[config.mk]
export PLATFORM = sky130hd
export DESIGN_NAME = zstk_unit
export DESIGN_NICKNAME = d
export VERILOG_FILES = /design/src/rtl/zstk_pkg.sv /design/src/rtl/zstk_alu.sv /design/src/rtl/zstk_store.sv /design/src/rtl/zstk_ctrl.sv /design/src/rtl/zstk_unit.sv
export SDC_FILE = /design/constraint.sdc
export NUM_CORES = 1
export LEC_CHECK = 0
export BUFFER_PORTS_ARGS = -buffer_cell sky130_fd_sc_hd__buf_4
export CAP_MARGIN = 10
export CORE_MARGIN = 2
export CORE_UTILIZATION = 45
export CTS_CLUSTER_DIAMETER = 60
export DETAILED_ROUTE_END_ITERATION = 16
export PLACE_DENSITY = 0.74
export SETUP_SLACK_MARGIN = 0.5
export SKIP_LAST_GASP = 1
export SLEW_MARGIN = 20
export SYNTH_ARGS = -nofsm -noshare
export SYNTH_HDL_FRONTEND = slang
export SYNTH_SLANG_ARGS = --single-unit
[constraint.sdc]
create_clock -name clk -period 2.4 [get_ports clk]
set_clock_uncertainty 0.05 [all_clocks]
set_input_delay 0.12 -clock clk [delete_from_list [all_inputs] [get_ports clk]]
set_output_delay 0.12 -clock clk [all_outputs]
set_load 0.005 [all_outputs]
[src/rtl/zstk_pkg.sv]
package zstk_pkg;

  localparam logic [2:0] OP_PUSH = 3'd0;
  localparam logic [2:0] OP_POP  = 3'd1;
  localparam logic [2:0] OP_ADD  = 3'd2;
  localparam logic [2:0] OP_SUB  = 3'd3;
  localparam logic [2:0] OP_MUL  = 3'd4;

  typedef enum logic {
    ST_IDLE = 1'b0,
    ST_EXEC = 1'b1
  } zstk_state_e;

  function automatic logic is_arith(input logic [2:0] op);
    return (op == OP_ADD) || (op == OP_SUB) || (op == OP_MUL);
  endfunction

endpackage

[src/rtl/zstk_alu.sv]
module zstk_alu
  import zstk_pkg::*;
#(
  parameter int W = 16
) (
  input  logic [2:0]   op,
  input  logic [W-1:0] lhs,
  input  logic [W-1:0] rhs,
  output logic [W-1:0] res
);

  always_comb begin
    case (op)
      OP_ADD:  res = lhs + rhs;
      OP_SUB:  res = lhs - rhs;
      OP_MUL:  res = lhs * rhs;
      default: res = '0;
    endcase
  end

endmodule

[src/rtl/zstk_store.sv]
module zstk_store #(
  parameter int W     = 16,
  parameter int DEPTH = 8,
  localparam int CW   = $clog2(DEPTH + 1),
  localparam int IW   = (DEPTH > 1) ? $clog2(DEPTH) : 1
) (
  input  logic          clk,
  input  logic          rst_n,
  input  logic          wr_en,
  input  logic [IW-1:0] wr_idx,
  input  logic [W-1:0]  wr_data,
  input  logic [CW-1:0] cnt,
  output logic [W-1:0]  top_val,
  output logic [W-1:0]  next_val
);

  logic [W-1:0] ent [DEPTH];

  for (genvar g = 0; g < DEPTH; g++) begin : g_ent
    always_ff @(posedge clk) begin
      if (wr_en && (wr_idx == IW'(g))) begin
        ent[g] <= wr_data;
      end
    end
  end

  always_comb begin
    top_val  = '0;
    next_val = '0;
    for (int i = 0; i < DEPTH; i++) begin
      if (int'(cnt) == i + 1) top_val  = ent[i];
      if (int'(cnt) == i + 2) next_val = ent[i];
    end
  end

  AST_WR_IN_RANGE: assert property (@(posedge clk) disable iff (!rst_n)
    wr_en |-> (int'(wr_idx) < DEPTH));

endmodule

[src/rtl/zstk_ctrl.sv]
module zstk_ctrl
  import zstk_pkg::*;
#(
  parameter int W     = 16,
  parameter int DEPTH = 8,
  parameter int AW    = 8,
  localparam int CW   = $clog2(DEPTH + 1),
  localparam int IW   = (DEPTH > 1) ? $clog2(DEPTH) : 1
) (
  input  logic          clk,
  input  logic          rst_n,
  input  logic          in_valid,
  output logic          in_ready,
  input  logic [2:0]    in_op,
  input  logic [AW-1:0] in_addr,
  output logic          mem_en,
  output logic          mem_we,
  output logic [AW-1:0] mem_addr,
  output logic [W-1:0]  mem_wdata,
  input  logic [W-1:0]  mem_rdata,
  input  logic [W-1:0]  top_val,
  input  logic [W-1:0]  alu_res,
  output logic [2:0]    alu_op,
  output logic          wr_en,
  output logic [IW-1:0] wr_idx,
  output logic [W-1:0]  wr_data,
  output logic [CW-1:0] cnt,
  output logic          done,
  output logic          ovf_flag,
  output logic          unf_flag
);

  zstk_state_e   state_q, state_d;
  logic [CW-1:0] cnt_q, cnt_d;
  logic          ovf_q, ovf_d;
  logic          unf_q, unf_d;
  logic          done_q, done_d;
  logic [2:0]    op_q;
  logic [AW-1:0] addr_q;

  logic accept, full, have1, have2, in_exec, pop_ok;

  assign in_exec  = (state_q == ST_EXEC);
  assign in_ready = (state_q == ST_IDLE);
  assign accept   = in_valid && in_ready;
  assign full     = (int'(cnt_q) == DEPTH);
  assign have1    = (cnt_q != '0);
  assign have2    = (int'(cnt_q) >= 2);
  assign pop_ok   = in_exec && (op_q == OP_POP) && have1;

  // Memory port: read issued in the accept cycle, write in the execute cycle
  assign mem_en    = (accept && (in_op == OP_PUSH) && !full) || pop_ok;
  assign mem_we    = pop_ok;
  assign mem_addr  = in_exec ? addr_q : in_addr;
  assign mem_wdata = top_val;
  assign alu_op    = op_q;

  always_comb begin
    state_d = state_q;
    cnt_d   = cnt_q;
    ovf_d   = ovf_q;
    unf_d   = unf_q;
    done_d  = in_exec;
    wr_en   = 1'b0;
    wr_idx  = '0;
    wr_data = mem_rdata;
    case (state_q)
      ST_IDLE: begin
        if (in_valid) state_d = ST_EXEC;
      end
      ST_EXEC: begin
        state_d = ST_IDLE;
        if (op_q == OP_PUSH) begin
          if (full) begin
            ovf_d = 1'b1;
          end else begin
            wr_en   = 1'b1;
            wr_idx  = IW'(cnt_q);
            wr_data = mem_rdata;
            cnt_d   = cnt_q + CW'(1);
          end
        end else if (op_q == OP_POP) begin
          if (!have1) unf_d = 1'b1;
          else        cnt_d = cnt_q - CW'(1);
        end else if (is_arith(op_q)) begin
          if (!have2) begin
            unf_d = 1'b1;
          end else begin
            wr_en   = 1'b1;
            wr_idx  = IW'(cnt_q - CW'(2));
            wr_data = alu_res;
            cnt_d   = cnt_q - CW'(1);
          end
        end
      end
      default: state_d = ST_IDLE;
    endcase
  end

  always_ff @(posedge clk or negedge rst_n) begin
    if (!rst_n) begin
      state_q <= ST_IDLE;
      cnt_q   <= '0;
      ovf_q   <= 1'b0;
      unf_q   <= 1'b0;
      done_q  <= 1'b0;
    end else begin
      state_q <= state_d;
      cnt_q   <= cnt_d;
      ovf_q   <= ovf_d;
      unf_q   <= unf_d;
      done_q  <= done_d;
    end
  end

  always_ff @(posedge clk) begin
    if (accept) begin
      op_q   <= in_op;
      addr_q <= in_addr;
    end
  end

  assign cnt      = cnt_q;
  assign done     = done_q;
  assign ovf_flag = ovf_q;
  assign unf_flag = unf_q;

  AST_NO_OVERFLOW: assert property (@(posedge clk) disable iff (!rst_n)
    int'(cnt_q) <= DEPTH);
  AST_OVF_STICKY: assert property (@(posedge clk) disable iff (!rst_n)
    ovf_q |=> ovf_q);
  AST_UNF_STICKY: assert property (@(posedge clk) disable iff (!rst_n)
    unf_q |=> unf_q);
  AST_WRITE_HAS_DATA: assert property (@(posedge clk) disable iff (!rst_n)
    mem_we |-> have1);
  AST_DONE_PULSE: assert property (@(posedge clk) disable iff (!rst_n)
    done_q |=> !done_q);
  AST_BUSY_AFTER_ACCEPT: assert property (@(posedge clk) disable iff (!rst_n)
    accept |=> (!in_ready ##1 done_q));
  AST_CNT_STEP: assert property (@(posedge clk) disable iff (!rst_n)
    (cnt_q == $past(cnt_q)) || (cnt_q == $past(cnt_q) + CW'(1)) ||
    (cnt_q == $past(cnt_q) - CW'(1)));

endmodule

[src/rtl/zstk_unit.sv]
module zstk_unit
  import zstk_pkg::*;
#(
  parameter int W     = 16,
  parameter int DEPTH = 8,
  parameter int AW    = 8
) (
  input  logic          clk,
  input  logic          rst_n,
  input  logic          in_valid,
  output logic          in_ready,
  input  logic [2:0]    in_op,
  input  logic [AW-1:0] in_addr,
  output logic          mem_en,
  output logic          mem_we,
  output logic [AW-1:0] mem_addr,
  output logic [W-1:0]  mem_wdata,
  input  logic [W-1:0]  mem_rdata,
  output logic [W-1:0]  top_data,
  output logic          done,
  output logic          ovf_flag,
  output logic          unf_flag
);

  localparam int CW = $clog2(DEPTH + 1);
  localparam int IW = (DEPTH > 1) ? $clog2(DEPTH) : 1;

  // Reset synchronizer: asserts at once, releases on the clock
  logic rst_meta_q, rst_sync_q;
  always_ff @(posedge clk or negedge rst_n) begin
    if (!rst_n) begin
      rst_meta_q <= 1'b0;
      rst_sync_q <= 1'b0;
    end else begin
      rst_meta_q <= 1'b1;
      rst_sync_q <= rst_meta_q;
    end
  end

  logic          wr_en;
  logic [IW-1:0] wr_idx;
  logic [W-1:0]  wr_data;
  logic [CW-1:0] cnt;
  logic [W-1:0]  top_val, next_val, alu_res;
  logic [2:0]    alu_op;

  zstk_ctrl #(.W(W), .DEPTH(DEPTH), .AW(AW)) i_ctrl (
    .clk       (clk),
    .rst_n     (rst_sync_q),
    .in_valid  (in_valid),
    .in_ready  (in_ready),
    .in_op     (in_op),
    .in_addr   (in_addr),
    .mem_en    (mem_en),
    .mem_we    (mem_we),
    .mem_addr  (mem_addr),
    .mem_wdata (mem_wdata),
    .mem_rdata (mem_rdata),
    .top_val   (top_val),
    .alu_res   (alu_res),
    .alu_op    (alu_op),
    .wr_en     (wr_en),
    .wr_idx    (wr_idx),
    .wr_data   (wr_data),
    .cnt       (cnt),
    .done      (done),
    .ovf_flag  (ovf_flag),
    .unf_flag  (unf_flag)
  );

  zstk_store #(.W(W), .DEPTH(DEPTH)) i_store (
    .clk      (clk),
    .rst_n    (rst_sync_q),
    .wr_en    (wr_en),
    .wr_idx   (wr_idx),
    .wr_data  (wr_data),
    .cnt      (cnt),
    .top_val  (top_val),
    .next_val (next_val)
  );

  zstk_alu #(.W(W)) i_alu (
    .op  (alu_op),
    .lhs (next_val),
    .rhs (top_val),
    .res (alu_res)
  );

  assign top_data = top_val;

endmodule

Yosys cells after proc, flatten, opt, wreduce, memory -nomap -nowiden
Memories as Yosys holds them, arrays and structs flattened.
Cells that the tools add are included.
Widths: inputs -> output; s select.

cells by class
  add/sub/neg operators = 5
  $mul = 1
  div/mod/pow operators = 0
  order comparisons = 1
  equal/unequal tests = 24
  shift-type cells = 0
  mux-type cells = 84
  bitwise gates (word level) = 2
  reductions and logical operators = 34

operators with widths
  operator             count
  $mux 16              28
  $reduce_or 16->1     7
  $pmux 16 s3          1
  $mux 3               13
  $mux 1               34
  $eq 4x4->1 const B   6
  $mux 4               6
  $add 16x16->16       1
  $mul 16x16->16       1
  $sub 16x16->16       1
  $eq 3x3->1 const B   5
  $logic_and 1x1->1    13
  $eq 3x2->1 const B   4
  $reduce_and 5->1     2
  $logic_not 3->1      3
  $eq 4x3->1 const B   2
  $mux 8               1
  $eq 3x1->1 const B   2
  $ne 2x2->1 const B   3
  $reduce_bool 3->1    2
  $add 4x1->4 const B  1
  $eq 4x2->1 const B   1
  $ge 4x2->1 const B   1
  $reduce_bool 4->1    1
  9 further kinds      12

word-level totals
  register bits = 21
  bits in latches = 0
  bits in writable memories = 128
  ROM bits = 0
  bits of input ports = 30
  output and inout port bits = 46
  word-level logic and storage cells = 161
  memories = 1

memories
  name         depth  bits a word  rd ports  clocked after memory_dff  wr ports  line              source
  i_store.ent  8      16           8         0                         1         zstk_store.sv:17  logic [W-1:0] ent [DEPTH];

Depth between registers and ports, before layout
Gate-level depths: netlist of the first run.

  depth in word-level cells = 23
  depth in mapped cells = 34

Modules after synthesis
From an unflattened synthesis of the first run, not the netlist that was laid out.

unflattened totals
  cell total of the unflattened synthesis = 1276
  area total of the unflattened synthesis = 13047.5 µm²

modules (own cells, without submodules)
  module      times used  cells an instance  area an instance (µm²)
  zstk_store  1           503                6337.3
  zstk_alu    1           642                5211.2
  zstk_ctrl   1           128                1445.1
  zstk_unit   1           3                  53.8

Least setup slack after synthesis of the first run
OpenSTA, ideal clock, no wires.

  kind = reg-to-reg
  start point = reg i_ctrl.cnt_q[0] (netlist: i_ctrl.cnt[0])
  end point = mem i_store.ent[0][15], data pin
  library setup time = 0.276 ns
  arrival = 6.833 ns
  data required time = 2.074 ns
  slack = -4.760 ns
  stages on the path, launching flop included = 30
  path buffers = 6
  clock period less this slack = 7.160 ns
  cells stage by stage = dfrtp_1 clkbuf_8 clkbuf_8 buf_2 buf_4 buf_2 o211ai_1 a32o_1 a221oi_1 clkbuf_1 inv_1 nand2_1 fa_1 inv_1 ha_1 inv_1 fa_1 fa_1 inv_1 fa_1 inv_1 fa_1 inv_1 ha_1 and3_1 a2111oi_0 nor3_1 xnor3_1 a221oi_2 nor2_1

between the ends
  cells in the longest elaborated chain, start to end = 23
  elaborated cells on any way between the ends = 85

RTL lines
  what                                            line                                source
  start: declaration                              zstk_ctrl.sv:34                     logic [CW-1:0] cnt_q, cnt_d;
  start signal: assignment                        zstk_ctrl.sv:109                    cnt_q <= cnt_d;
  $eq 4x3->1 or $eq 4x2->1 (tied branches)        zstk_store.sv:31, zstk_store.sv:32
  $mux 16, on equally long branches (8 in a row)  zstk_store.sv:32, zstk_store.sv:31
  $mul 16x16->16 (tied with other cells)          zstk_alu.sv:16                      OP_MUL: res = lhs * rhs;
  $pmux 16 s3                                     zstk_alu.sv:13                      case (op)
  $mux 16 *                                       zstk_ctrl.sv:86                     if (!have2) begin
  $mux 16 *                                       zstk_ctrl.sv:85                     end else if (is_arith(op_q)) begin
  $mux 16 *                                       zstk_ctrl.sv:82                     end else if (op_q == OP_POP) begin
  $mux 16 *                                       zstk_ctrl.sv:73                     if (op_q == OP_PUSH) begin
  $mux 16 *                                       zstk_ctrl.sv:67                     case (state_q)
  net i_ctrl.wr_data[15]                          zstk_ctrl.sv:26                     output logic [W-1:0] wr_data,
  $mux 16 (no line) (6 in a row)                  n/a
  $mux 16 (no line) *                             n/a
  end: declaration                                zstk_store.sv:17

Mark *: on every way through the listed nets, which the timed path passes. The rest lies on a longest branch.

Worst setup path after layout of the first run
  start point = reg i_ctrl.cnt_q[1] (netlist: i_ctrl.cnt[1])
  end point = mem i_store.ent[3][15] (netlist: i_store.ent[0][63]), data pin

The elaborated chain is that of the path after synthesis.

==> results of run 1 <==
## area by class of cell
cell class	count	share of cell area
multi-input cells	892	0.438
flip-flops and latches	149	0.244
repair buffers	495	0.232
inverters	144	0.0308
well taps	378	0.0260
clock buffers	20	0.0246
clock inverters	11	0.00585
## kinds of logic (layout without fill, tap and decap cells)
logic type | after synthesis | in the layout | synth area share
fa+ha+maj | 150 | 150 | 0.196
mux | 44 | 44 | 0.0394
compound gates | 260 | 260 | 0.143
flops | 149 | 149 | 0.348
buf+inv | 222 | 670 | 0.0831
xor+xnor | 67 | 67 | 0.0519
simple gates | 370 | 370 | 0.137
other cells | 1 | 1 | 0.000295
## through the flow
| stage | std cells | utilization | area, sq um | worst slack, ps | hold slack (ps) |
|---|---|---|---|---|---|
| after CTS | 2070 | 0.640 | 17800 | -4810 | 17.6 |
| after floorplan | 1263 | - | 13000 | -4360 | -226 |
| final | 2089 | 0.655 | 18200 | -4920 | 23.6 |
| after global placement | 1990 | 0.587 | 16300 | -4800 | -146 |
| after detailed placement | 1990 | 0.587 | 16300 | -4950 | -144 |
| after global routing | 2089 | 0.655 | 18200 | -5080 | 11.8 |
## final timing paths
check / to / slack (ps) / cells after the start
min: i_ctrl.done_d / 20 / 2
max in group asynchronous: rst_sync_q / 1680 / 3
max reg2reg: i_store.ent[0][63] / -4920 / 28
min reg2reg: i_ctrl.ovf_flag / 130 / 0
max: i_store.ent[0][63] / -4920 / 28
min in group asynchronous: i_ctrl.ovf_flag / 130 / 0
## state kept, by name, indices dropped and copies added, names as in the netlist
| signal | count |
|---|---|
| rst_sync_q | 1 |
| i_ctrl.unf_flag | 1 |
| i_ctrl.ovf_flag | 1 |
| i_ctrl.done | 1 |
| i_ctrl.cnt | 4 |
| i_store.ent | 128 |
| i_ctrl.alu_op | 3 |
| rst_meta_q | 1 |
| i_ctrl.done_d | 1 |
| i_ctrl.addr_q | 8 |
## metal layers
| metal | vias up | share of wire | global-route usage |
|---|---|---|---|
| met4 | 0 | 0.049 | 0.140 |
| met3 | 182 | 0.11 | 0.0705 |
| met5 | - | 0 | 0 |
| li1 | 5277 | - | - |
| met2 | 837 | 0.46 | 0.503 |
| met1 | 5810 | 0.38 | 0.409 |
## worst max-delay path: cells and delay by family (launching register included)
family / cells / cell delay (ps)
buf+inv: 7 / 700
simple gates: 6 / 970
fa+ha+maj: 6 / 2830
compound gates: 1 / 340
flops: 1 / 450
xor+xnor: 8 / 1700
## layout by cell type, fill, tap and decap left out, types with 26 or more instances in the layout
cell	instances
buf_6	26
inv_1	116
ha_1	62
edfxtp_1	139
nand2_1	106
a21oi_1	48
buf_12	26
xnor2_1	45
nor2_1	103
o21ai_0	43
buf_4	426
fa_1	73
## timing repair
item,4_1_cts,5_1_grt
hold endpoints to repair,13,0
hold buffers,13,0
setup endpoints to repair,294,294
gates resized for setup,100,74
pin swaps,34,25
buffers inserted,36,19
==> qor.csv, run 1 <==
stage;metric;value;unit
route;DRC;0;
sta;slew margin rel.;0.370;
synthesis;Area contributors post-synth;edfxtp_1 33%, fa_1 13%, ha_1 6.7%;
route;DRT iter0 DRCs;1692;
die;core area;27800;sq um
die;# IOs;76;
route;Final ANT Viol Nets;0;
synthesis;most common cell in the netlist;edfxtp_1;
sta;Slew Limit Fails;0;
cells_and_area;diodes inserted;0;
synthesis;top cells by count, synth;139 x edfxtp_1, 138 x inv_1, 118 x nor2_1;
sta;setup_tns;-495070;ps
die;row count;61;
min_path;Hold WC Path Type;in2reg;
synthesis;Cell variety after synth;97;
critical_path;CP Capture Type;register;
route;DRT Wirelength;46000;microns
global_route;global route total overflow;0;
synthesis;Seq/Total Area, Yosys;0.348;
critical_path;largest fanout on the critical path;8;
route;Avg Vias per Cell;5.80;
sta;Worst-Margin Slew;942;ps
sta;Final Hold Viols;0;
route;routed wire length per instance;22.0;microns
die;Initial Utilization;0.457;
synthesis;Synth area leader;edfxtp_1;
cells_and_area;P&R area growth vs syn;43.1;%
place;Placer Congestion;0.966;
global_route;vias in the first global route;12300;
sta;setup ws final;-4920;ps
synthesis;async set-reset flop share out of synthesis;0.0671;
global_route;largest net degree at the start of global routing;20;
global_route;GRT Util Overall;0.314;
clocking;TritonCTS Buffers;17;
clocking;H-Tree Depth;4;
critical_path;CP required;2510;ps
clocking;insertion delay to the later sink of the worst-skew pair;430;ps
critical_path;critical path arrival;7430;ps
cells_and_area;footprint of the multi-input gates;7960;sq um
critical_path;crit start category;register;
clocking;Num Clock Sinks;149;
global_route;first-pass GRT wire length;68700;microns
synthesis;Yosys top cell area share;0.329;
synthesis;top_reg_cell synth;edfxtp_1;
synthesis;Post-synth EDFFs;139;
cells_and_area;layout cells sized above 1;0.415;
synthesis;Post-Syn Area per Cell;10.1;sq um
clocking;Clock transition at path regs;60;ps
flow_run;Max Cap Viol;0;
synthesis;Synth Instances;1263;
clocking;clk buf depth;2;
die;die area;29600;sq um
sta;fin crit period;7320;ps
die;chip height;172;microns
critical_path;RR Startpoint;i_ctrl.cnt[1];
route;first drt pass iteration count;6;
sta;Final Setup Violations;289;
outcome;outcome;finished with violations;
cells_and_area;Filler cells;2022;
critical_path;Crit. Startpoint;i_ctrl.cnt[1];
sta;Peak Freq;137;MHz
sta;Final period util;3.05;
min_path;HP Start;in_valid;
cells_and_area;Register Area;4430;sq um
critical_path;Crit path largest cell delay;530;ps
synthesis;cell area after synthesis;12700;sq um
clocking;Root Buffer;clkbuf_16;
global_route;initial antenna violation count;0;
synthesis;Synth Register Bits;149;
place;IO buf count;75;
outcome;failing checks;setup timing;
synthesis;Synth Net Count;1443;
clocking;CTS tree;done;
die;Die X;172;microns
critical_path;Setup CP Type;reg2reg;
critical_path;CP max stage cell;fa_1;
cells_and_area;Final #Nets;1879;
synthesis;Synth Warn #;0;
sta;unrepaired setup endpoints after global routing;yes;
place;hpwl dp;34400;microns
route;via count;12100;
Power of run 1 is left out: the tool's default activity adds up to more than one toggle a clock period on the data nets, which glitch-free logic cannot reach.
==> run 2, diff against run 1 <==
--- a/config.mk
+++ b/config.mk
@@ -11,7 +11,7 @@
 export CORE_UTILIZATION = 45
 export CTS_CLUSTER_DIAMETER = 60
 export DETAILED_ROUTE_END_ITERATION = 16
-export PLACE_DENSITY = 0.74
+export PLACE_DENSITY = 0.72
 export SETUP_SLACK_MARGIN = 0.5
 export SKIP_LAST_GASP = 1
 export SLEW_MARGIN = 20
==> constraint.sdc (replaced) <==
create_clock -name clk -period 8.2 [get_ports clk]
set_clock_uncertainty 0.05 [all_clocks]
set_input_delay 0.41 -clock clk [delete_from_list [all_inputs] [get_ports clk]]
set_output_delay 0.41 -clock clk [all_outputs]
set_load 0.005 [all_outputs]
==> run 2 against run 1 <==
The flow now finishes without violations; wire length is 11% lower; sequential cell count stayed put; cell area is 18% lower; worst setup slack better by 5500 ps; largest cell class unchanged; global-route usage is 3.5 points lower; critical path type unchanged.
==> qor.csv, run 2 (synthesized netlist as in run 1, its figures left out) <==
stage;metric;value;unit;change
outcome;outcome;finished, final reports clean;;
critical_path;crit start category;register;;
critical_path;Setup CP Type;reg2reg;;
place;Placer Congestion;0.952;;-1.4%
sta;Final Setup Violations;0;;-100%
critical_path;CP required;8310;ps;+5800 ps
global_route;first-pass GRT wire length;61200;microns;-11%
place;placed cell area;13800;sq um;-16%
cells_and_area;Finished Layout Cells;1775;;-15%
clocking;clk buf depth;2;;unchanged
cells_and_area;final instance area;14900;sq um;-18%
clocking;Num Clock Sinks;149;;unchanged
place;hpwl dp;29600;microns;-14%
route;DRT iter0 DRCs;1588;;-6.1%
global_route;GRT Util Overall;0.279;;-0.0351
cells_and_area;Final Util;0.537;;-0.117
clocking;TritonCTS Buffers;17;;unchanged
route;routed wire length per instance;23.0;microns;+4.4%
critical_path;Buf/Inv on CP;5;;-2
clocking;H-Tree Depth;4;;unchanged
sta;Final Hold Viols;0;;unchanged
critical_path;CP Cell Sequence;buf_4 > nor2b_4 > a22oi_1 > o221a_2 > o21ai_0 > and2_1 > fa_1 > inv_1 > fa_1 > inv_1 > fa_1 > fa_1 > inv_1 > fa_1 > fa_2 > inv_1 > ha_1 > or3_1 > a2111oi_4 > nor3_2 > xnor3_1 > a221oi_2 > nor2_4;;
cells_and_area;Largest Register;i_store.ent;;
clocking;Clock transition at path regs;60;ps;about the same
die;chip height;172;microns;unchanged
clocking;Root Buffer;clkbuf_16;;
sta;slew margin rel.;0.332;;-0.0373
die;row count;61;;unchanged
cells_and_area;diodes inserted;0;;unchanged
route;Final ANT Viol Nets;0;;unchanged
die;# IOs;76;;unchanged
route;DRC;0;;unchanged
die;Die X;172;microns;unchanged
critical_path;CP most frequent cell;fa_1;;
sta;unrepaired setup endpoints after global routing;no;;
cells_and_area;P&R area growth vs syn;17.4;%;
sta;fin crit period;7590;ps;+268 ps
sta;Worst-Margin Slew;998;ps;+55.7 ps
cells_and_area;layout cells sized above 1;0.223;;-0.192
clocking;insertion delay to the later sink of the worst-skew pair;440;ps;about the same
cells_and_area;most frequent cells in the layout;168 x buf_4, 139 x edfxtp_1, 133 x inv_1;;
min_path;Hold WC Path Type;reg2async;;
critical_path;family with the most delay on the worst path;adder cells;;
die;Initial Utilization;0.457;;unchanged
global_route;vias in the first global route;10400;;-15%
route;via count;10700;;-12%
cells_and_area;commonest non-fill, non-tap cell in the layout;buf_4;;
critical_path;critical path arrival;7700;ps;+270 ps
cells_and_area;max FFs per register;128;;unchanged
route;DRT Wirelength;40800;microns;-11%
route;first drt pass iteration count;6;;unchanged
die;core area;27800;sq um;unchanged
critical_path;CP max stage cell;o21ai_0;;
global_route;largest net degree at the start of global routing;26;;+30%
global_route;global route total overflow;0;;unchanged
place;placed cells;1705;;-14%
critical_path;CP Capture Type;register;;
global_route;initial antenna violation count;0;;unchanged
sta;setup_tns;0;ps;+495,070 ps
clocking;CTS tree;done;;
sta;Peak Freq;132;MHz;-3.5%
flow_run;Max Cap Viol;0;;unchanged
place;IO buf count;75;;unchanged
sta;Slew Limit Fails;0;;unchanged
critical_path;Crit path largest cell delay;630;ps;+100 ps
die;die area;29600;sq um;unchanged
route;Avg Vias per Cell;6.02;;+4.0%
critical_path;largest fanout on the critical path;8;;unchanged
sta;Final period util;0.925;;-2.12
cells_and_area;Final #Nets;1565;;-17%
==> run 2: through the flow <==
| stage | setup slack, ps | hold slack, ps |
|---|---|---|
| after CTS | 513 | 95.7 |
| after detailed placement | 125 | 90.7 |
| after floorplan | 1040 | 44.6 |
| final | 612 | 87.9 |
| after global placement | 301 | 101 |
| after global routing | 431 | 95.9 |
==> run 2: worst paths after layout <==
check | startpoint | to | slack [ps] | cells past startpoint
worst max-delay path | i_ctrl.cnt[2] | i_store.ent[1][15] | 610 | 23
worst min-delay path | rst_sync_q | i_ctrl.cnt[2] | 90 | 0
worst max register to register | i_ctrl.cnt[2] | i_store.ent[1][15] | 610 | 23
worst min register to register | rst_sync_q | i_ctrl.cnt[2] | 90 | 0
max in group asynchronous | rst_sync_q | i_ctrl.cnt[0] | 7730 | 0
min in group clk | in_addr[7] | i_ctrl.addr_q[7] | 100 | 1
==> run 2: routing by layer <==
layer,GRT usage,up-vias,wire length (microns)
li1,-,4647,-
met1,0.394,5170,16500
met2,0.417,757,17800
met3,0.0588,119,4650
met4,0.115,0,1900
met5,0,-,0
==> run 2: worst reg2reg max path: stages (launching register included) <==
cell and delay (ps):
dfrtp_4 520, buf_4 220, nor2b_4 270, a22oi_1 160
o221a_2 300, o21ai_0 630, and2_1 260, fa_1 390
inv_1 90, fa_1 390, inv_1 80, fa_1 440
fa_1 550, inv_1 50, fa_1 470, fa_2 540
inv_1 60, ha_1 200, or3_1 440, a2111oi_4 250
nor3_2 100, xnor3_1 410, a221oi_2 330, nor2_4 110
==> run 2: layout make-up <==
cell class | instances | area, sq um
repair buffers | 181 | 1430
inverters | 144 | 579
flip-flops and latches | 149 | 4440
clock inverters | 12 | 133
well taps | 378 | 473
fillers | 2469 | 12900
multi-input cells | 892 | 7440
clock buffers | 19 | 433
==> run 2: repair_timing <==
| action | in CTS | in global routing |
|---|---|---|
| cloned | 0 | 0 |
| hold buffers | 1 | 0 |
| pin swaps | 0 | 7 |
| resized for setup | 17 | 59 |
| hold endpoints to repair | 2 | 0 |
| setup buffers | 0 | 38 |
| endpoints found under the setup margin | 24 | 32 |
Power of run 2 is left out for the same reason.
==> run 3, diff against run 2 <==
--- a/config.mk
+++ b/config.mk
@@ -7,11 +7,13 @@
 export LEC_CHECK = 0
 export BUFFER_PORTS_ARGS = -buffer_cell sky130_fd_sc_hd__buf_4
 export CAP_MARGIN = 10
+export CELL_PAD_IN_SITES_DETAIL_PLACEMENT = 1
+export CELL_PAD_IN_SITES_GLOBAL_PLACEMENT = 1
 export CORE_MARGIN = 2
-export CORE_UTILIZATION = 45
+export CORE_UTILIZATION = 50
 export CTS_CLUSTER_DIAMETER = 60
 export DETAILED_ROUTE_END_ITERATION = 16
-export PLACE_DENSITY = 0.72
+export PLACE_DENSITY = 0.92
 export SETUP_SLACK_MARGIN = 0.5
 export SKIP_LAST_GASP = 1
 export SLEW_MARGIN = 20
==> run 3 against run 2 <==
The flow now finishes with violations (setup timing); sequential share of layout area fell by 0.54 points; die area fell by 9.8%; worst setup slack got worse by 860 ps; sequential cell count did not move; register-to-register slack got worse by 860 ps; wire length rose by 52%; critical path depth rose by 7; worst hold slack improved by 7.7 ps; via count rose by 20%.
==> qor.csv, run 3 (synthesized netlist as in run 1, its figures left out) <==
stage;metric;value;unit;change
critical_path;CP required;8340;ps;+30 ps
critical_path;RR Startpoint;i_ctrl.cnt[0];;
critical_path;largest fanout on the critical path;9;;+1
cells_and_area;Final #Nets;1588;;+1.5%
die;# IOs;76;;unchanged
sta;Final Hold Viols;0;;unchanged
critical_path;Crit. Startpoint;i_ctrl.cnt[0];;
global_route;GRT Util Overall;0.381;;+0.103
cells_and_area;most frequent cells in the layout;186 x buf_4, 139 x edfxtp_1, 129 x inv_1;;
sta;Peak Freq;118;MHz;-10%
route;Final ANT Viol Nets;0;;unchanged
sta;Final Setup Violations;48;;+48
min_path;Hold WC Path Type;reg2async;;
critical_path;R2R cell count;30;;+30%
place;hpwl dp;35300;microns;+19%
die;Die X;163;microns;-5.0%
die;chip height;163;microns;-5.0%
critical_path;CP max stage cell;nor3b_1;;
clocking;Clock transition at path regs;70;ps;about the same
sta;Slew Limit Fails;0;;unchanged
sta;setup_tns;-7860;ps;-7860 ps
die;Initial Utilization;0.507;;+0.0501
critical_path;CP Capture Type;register;;
die;core area;25000;sq um;-9.9%
sta;fin crit period;8450;ps;+862 ps
route;DRT Wirelength;62000;microns;+52%
clocking;TritonCTS Buffers;17;;unchanged
cells_and_area;commonest non-fill, non-tap cell in the layout;buf_4;;
sta;setup ws final;-249;ps;-862 ps
global_route;first-pass GRT wire length;74400;microns;+22%
route;Avg Vias per Cell;7.29;;+21%
critical_path;end of the critical path;i_store.ent[0][30];;
global_route;vias in the first global route;12200;;+17%
critical_path;R2R Setup Slk;-250;ps;-860 ps
critical_path;CP most frequent cell;inv_1;;
route;via count;12800;;+20%
cells_and_area;layout cells sized above 1;0.243;;+0.0202
route;first drt pass iteration count;7;;+1
critical_path;Setup CP Type;reg2reg;;
sta;slew margin rel.;0.196;;-0.136
die;row count;58;;-4.9%
cells_and_area;max FFs per register;128;;unchanged
sta;Final period util;1.03;;+0.105
clocking;H-Tree Depth;4;;unchanged
clocking;Root Buffer;clkbuf_16;;
cells_and_area;P&R area growth vs syn;19.5;%;
critical_path;R2R Path End;i_store.ent[0][30];;
outcome;failing checks;setup timing;;
die;die area;26700;sq um;-9.8%
global_route;initial antenna violation count;2;;+2
clocking;clk buf depth;2;;unchanged
flow_run;Max Cap Viol;0;;unchanged
global_route;largest net degree at the start of global routing;50;;+92%
critical_path;Crit path largest cell delay;790;ps;+160 ps
route;routed wire length per instance;35.4;microns;+54%
clocking;CTS tree;done;;
route;DRT iter0 DRCs;2392;;+51%
sta;Worst-Margin Slew;1190;ps;+195 ps
clocking;insertion delay to the later sink of the worst-skew pair;450;ps;about the same
place;IO buf count;75;;unchanged
global_route;global route total overflow;0;;unchanged
outcome;outcome;finished with violations;;
clocking;Num Clock Sinks;149;;unchanged
critical_path;critical path arrival;8590;ps;+890 ps
cells_and_area;Largest Register;i_store.ent;;
place;Place WS;158;ps;+33.2 ps
place;Placer Congestion;0.907;;-4.7%
route;DRC;0;;unchanged
critical_path;crit start category;register;;
## run 3: worst min-delay path by stage
stage,start,to,slack (ps),cells past startpoint
floorplan,rst_sync_q,i_ctrl.cnt[0],40,0
global placement,rst_sync_q,i_ctrl.done_d,100,0
global route,in_addr[1],i_ctrl.addr_q[1],100,1
detailed placement,rst_sync_q,i_ctrl.done_d,100,0
CTS,in_op[0],i_ctrl.alu_op[0],100,1
finish,rst_sync_q,i_ctrl.done,100,0
## run 3: worst max-delay path, delay by kind of cell, from the launching register on
| kind | cells | cell delay, ps |
|---|---|---|
| adder cells (fa/ha/maj) | 7 | 2850 |
| AO/OA/AOI/OAI | 8 | 1950 |
| AND/OR/NAND/NOR | 4 | 1450 |
| buffers and inverters | 10 | 1180 |
| flip-flops | 1 | 550 |
| XOR/XNOR | 1 | 170 |
## run 3: repair_timing
| action | in CTS | in global routing |
|---|---|---|
| hold buffers | 1 | 0 |
| resized for setup | 21 | 60 |
| pin swaps | 5 | 20 |
| endpoints found under the setup margin | 24 | 33 |
| hold endpoints to repair | 2 | 0 |
| cloned | 0 | 3 |
| buffers inserted | 16 | 40 |
## run 3: area by class of cell
type / instances / area (sq um)
Antenna cell: 2 / 5.00
Clock buffer: 22 / 464
Clock inverter: 10 / 180
Fill cell: 2687 / 9850
Inverter: 144 / 562
Multi-Input combinational cell: 893 / 7490
Sequential cell: 149 / 4440
Tap cell: 330 / 413
Timing Repair Buffer: 203 / 1640
## run 3: metrics by stage
stage          hold slack [ps]   util  cells  cell area, sq um
6_report                  95.6  0.607   1753             15200
5_1_grt                   98.9  0.606   1751             15200
4_1_cts                    102  0.583   1708             14600
3_5_place_dp               104  0.549   1659             13700
3_3_place_gp              98.2  0.549   1659             13700
2_1_floorplan             44.6      -   1263             12700
## run 3: per-layer routing
| layer | wire length [microns] | track usage | share of wire | vias up |
|---|---|---|---|---|
| li1 | - | - | - | 4696 |
| met1 | 20000 | 0.476 | 0.32 | 6034 |
| met2 | 26200 | 0.597 | 0.42 | 1478 |
| met3 | 9720 | 0.0886 | 0.16 | 569 |
| met4 | 6050 | 0.243 | 0.098 | 2 |
| met5 | 17 | 0 | 0.00027 | - |
Power of run 3 is left out for the same reason.
